### src/rtl/mux_bus_seq.sv
module mux_bus_seq #(
  parameter int AW = 16,
  parameter int DW = 8
) (
  input  logic          clk,
  input  logic          rst_n,
  input  logic          req_valid,
  input  logic          req_wr,
  input  logic          req_io,
  input  logic          req_fetch,
  input  logic [AW-1:0] req_addr,
  input  logic [DW-1:0] req_wdata,
  input  logic          halt_i,
  output logic          done,
  output logic [DW-1:0] rdata,
  input  logic          ready,
  input  logic          hold,
  output logic          hlda,
  output logic          ale,
  output logic          rd_n,
  output logic          wr_n,
  output logic          iom,
  output logic          s1,
  output logic          s0,
  output logic [AW-DW-1:0] addr_hi,
  output logic          bus_oe,
  output logic [DW-1:0] ad_out,
  output logic          ad_oe,
  input  logic [DW-1:0] ad_in
);

  typedef enum logic [2:0] {
    ST_IDLE, ST_T1, ST_T2, ST_TW, ST_T3, ST_HELD
  } st_t;

  st_t           st;
  logic [AW-1:0] a_q;
  logic [DW-1:0] d_q;
  logic          wr_q, io_q, bus_en;
  logic [1:0]    s_q;
  logic          strobe, in_cyc, quiet;

  always_ff @(posedge clk or negedge rst_n) begin
    if (!rst_n) begin
      st   <= ST_IDLE;
      a_q  <= '0;
      d_q  <= '0;
      wr_q <= 1'b0;
      io_q <= 1'b0;
      s_q  <= 2'b00;
    end else begin
      case (st)
        ST_IDLE: begin
          if (hold) st <= ST_HELD;
          else if (req_valid && bus_en) begin
            st   <= ST_T1;
            a_q  <= req_addr;
            d_q  <= req_wdata;
            wr_q <= req_wr;
            io_q <= req_io;
            s_q  <= req_wr ? 2'b01 : ((req_fetch && !req_io) ? 2'b11 : 2'b10);
          end
        end
        ST_T1:   st <= ST_T2;
        ST_T2:   st <= ready ? ST_T3 : ST_TW;
        ST_TW:   st <= ready ? ST_T3 : ST_TW;
        ST_T3:   st <= hold ? ST_HELD : ST_IDLE;
        ST_HELD: if (!hold) st <= ST_IDLE;
        default: st <= ST_IDLE;
      endcase
    end
  end

  assign quiet = (st == ST_HELD) || (st == ST_IDLE && halt_i && !req_valid);

  always_ff @(negedge clk or negedge rst_n) begin
    if (!rst_n) bus_en <= 1'b0;
    else        bus_en <= !quiet;
  end

  assign strobe   = (st == ST_T2) || (st == ST_TW) || (st == ST_T3);
  assign in_cyc   = strobe || (st == ST_T1);
  assign ale      = (st == ST_T1);
  assign hlda     = (st == ST_HELD);
  assign done     = (st == ST_T3);
  assign rd_n     = !(strobe && !wr_q);
  assign wr_n     = !(strobe && wr_q);
  assign {s1, s0} = in_cyc ? s_q : 2'b00;
  assign iom      = in_cyc && io_q;
  assign addr_hi  = a_q[AW-1:DW];
  assign bus_oe   = bus_en;
  assign ad_oe    = bus_en && (ale || (strobe && wr_q));
  assign ad_out   = ale ? a_q[DW-1:0] : d_q;
  assign rdata    = ad_in;

endmodule

### config.mk
export PLATFORM = sky130hd
export DESIGN_NAME = mux_bus_seq
export DESIGN_NICKNAME = d
export VERILOG_FILES = /design/src/rtl/mux_bus_seq.sv
export SDC_FILE = /design/constraint.sdc
export NUM_CORES = 1
export LEC_CHECK = 0
export BUFFER_PORTS_ARGS = -buffer_cell sky130_fd_sc_hd__buf_2
export CAP_MARGIN = 20
export CORE_MARGIN = 2
export CORE_UTILIZATION = 46
export CTS_BUF_LIST = sky130_fd_sc_hd__clkbuf_16
export CTS_CLUSTER_SIZE = 8
export DETAILED_ROUTE_END_ITERATION = 7
export GPL_ROUTABILITY_DRIVEN = 1
export PLACE_DENSITY = 0.79
export SKIP_CTS_REPAIR_TIMING = 1
export SLEW_MARGIN = 20
export SYNTH_ARGS = -nofsm -noshare
export SYNTH_HDL_FRONTEND = slang
export SYNTH_SLANG_ARGS = --single-unit
### constraint.sdc
create_clock -name clk -period 1.8 [get_ports clk]
set_input_delay 0.36 -clock clk [delete_from_list [all_inputs] [get_ports clk]]
set_output_delay 0.36 -clock clk [all_outputs]
set_load 0.01 [all_outputs]
==> results.yml <==
yosys:
  synth_most_common_cell: "dfrtp_1"
  synth_top_area_share_pct: 47.1
  ys_ff_latch: 32
  syn_area_sq_um: 1650
  yosysSeqAreaShare_pct: 48.6
  synth_commonest_cells: "dfrtp_1 (31), mux2_4 (18), buf_4 (17)"
  yosys_warnings: 0
  synth_top_flop_cell: "dfrtp_1"
  synth_enable_flop_cells: 0
  synth_area_leaders: "dfrtp_1 (47%), mux2_4 (16%), mux2_2 (11%), buf_4 (7.8%), buf_6 (2.1%)"
  netlist_instances: 121
  syn_nets: 162
  yosysUniqueCellTypes: 30
  ys_async_sr_fraction_pct: 100
  synth_top_area_cell: "dfrtp_1"
  synth.avg_cell_area_sq_um: 13.6
worst_setup_path:
  reg2reg_depth: 4
  cp-end-kind: "primary output"
  reg2reg_slack_ns: -0.43
  arrival_ns: 2.03
  path_max_fanout: 2
  start_kind: "flip-flop"
  r2r_end: "io_q"
  r2r_start: "bus_oe"
  path_class: "reg2out"
  worst_ep_required_time_ns: 1.44
final_layout:
  drive_gt1_share_pct: 70.7
  diodes: 0
  layout.nets: 228
  syn2layout_area_growth_pct: 44.6
  fillers: 260
placement:
  io_buffers: 58
  hpwl_microns: 2390
  place_congestion: 0.733
global_route:
  grt_overflow: 0
  grt_pass1_vias: 1189
  grt_pass1_wl_microns: 5400
  antenna_found_initial: 0
  grt_max_degree: 32
  track_usage_pct: 17.7
route:
  drtPass1Iterations: 4
  vias_per_cell: 4.94
  route.vias.total: 1156
  postRouteAntennaNets: 0
  drt_iter0_drc: 64
  drc: 0
  routed_wl_microns: 3660
  wl_per_cell_microns: 15.6
clock_tree:
  tritoncts: "built"
  cts_root_buf: "clkbuf_16"
  cts_buffers: 5
  cts_sinks: 32
  htreeDepth: 2
  insertion_delay_ns: 0.30
  cts_buffer_depth: 2
  clkSlewWorstSetupHoldPaths_ns: 0.05
floorplan:
  die_w_microns: 63.8
  start_util_pct: 48.6
  row_count: 21
  fp.coreArea_sq_um: 3390
  ios: 75
  die_h_microns: 63.8
  die_area_sq_um: 4070
outcome:
  status: "complete, but fails checks"
  violations: "negative setup slack"
timing:
  tns_ns: -14.57
  drv_slew: 0
  relSlewSlack_pct: 74.5
  fin_ws_ns: -0.589
  worst_pin_slew_ns: 0.382
  finalHoldViolations: 0
  worst_hold_slack_ns: 0.120
  setup_viol: 45
  rsz0062_at_grt: "yes"
  finalClockSkew_ns: 0.0254
power_and_ir_drop:
  peakVddDrop_mv: 0.993
  power_uw: 4800
  powerDensity_nw_per_um2: 2020
  p_leak_uw: 0.00124
min_path:
  hold_class: "in2async"
flow_run:
  timing.max_cap.violations: 0
## power by group
| group | internal (uW) | switching, uW | leakage (uW) | total, uW |
|---|---|---|---|---|
| clock | 649 | 299 | 0.0000798 | 947 |
| sequential | 1090 | 230 | 0.000380 | 1320 |
| combinational | 1570 | 965 | 0.000779 | 2540 |
## registers in the layout (all words and copies together) (netlist names)
signal,cells
bus_oe,1
wr_q,1
d_q,8
a_q,16
st,3
io_q,1
s_q,2
## worst max-delay path, stage by stage, from the launching register on
cell and delay (ns):
dfrtn_1 0.44, buf_6 0.11, a21boi_2 0.14, buf_2 0.14
## per-layer routing
metal  GRT usage (%)  wire length, microns  vias to the layer above
li1                -                     -                      530
met1            19.9                  1400                      573
met2            29.6                  1990                       46
met3            4.23                   191                        7
met4            11.7                    85                        0
met5               0                     0                        -
## final cells by class
type,instances,area [sq um],share of cell area (%)
flip-flops and latches,32,802,33.7
inverters,5,18.8,0.788
well taps,46,57.6,2.42
multi-input cells,63,748,31.4
repair buffers,80,587,24.6
clock buffers,5,125,5.25
clock inverters,3,42.5,1.79
## how the worst max path moves through the flow
stage	startpoint	cells past startpoint	to	slack, ns
2_1_floorplan	bus_oe	3	a_q[13]	-0.41
3_3_place_gp	req_valid	4	bus_oe	-0.29
3_5_place_dp	req_valid	4	bus_oe	-0.34
4_1_cts	bus_oe	3	ad_oe	-0.63
5_1_grt	bus_oe	3	ad_oe	-0.64
6_report	bus_oe	3	ad_oe	-0.59
## kinds of logic (layout without fill, tap and decap cells)
family          count (synthesis)  count (layout)  synth area share, %
buf+inv                        26              93                 11.2
simple gates                   17              17                 7.60
compound gates                  9               9                 3.42
mux                            36              36                 28.6
flops                          32              32                 48.6
xor+xnor                        1               1                0.532
## per-stage QoR
stage	utilization (%)	setup WS [ns]	instances	cell area [sq um]
finish	70.2	-0.589	234	2380
global route	70.2	-0.641	234	2380
floorplan	-	-0.406	121	1660
detailed placement	57.9	-0.337	216	1960
CTS	62.8	-0.626	224	2130
global placement	57.9	-0.292	216	1960
## layout by cell type (no fill, tap or decap), types with 3 or more instances in the layout
cell type / instances
and2_1: 3
buf_2: 47
buf_4: 10
buf_6: 21
clkbuf_16: 5
dfrtp_1: 30
inv_1: 5
mux2_2: 8
mux2_4: 26
Note: power is estimated with default switching activity, not from simulation.
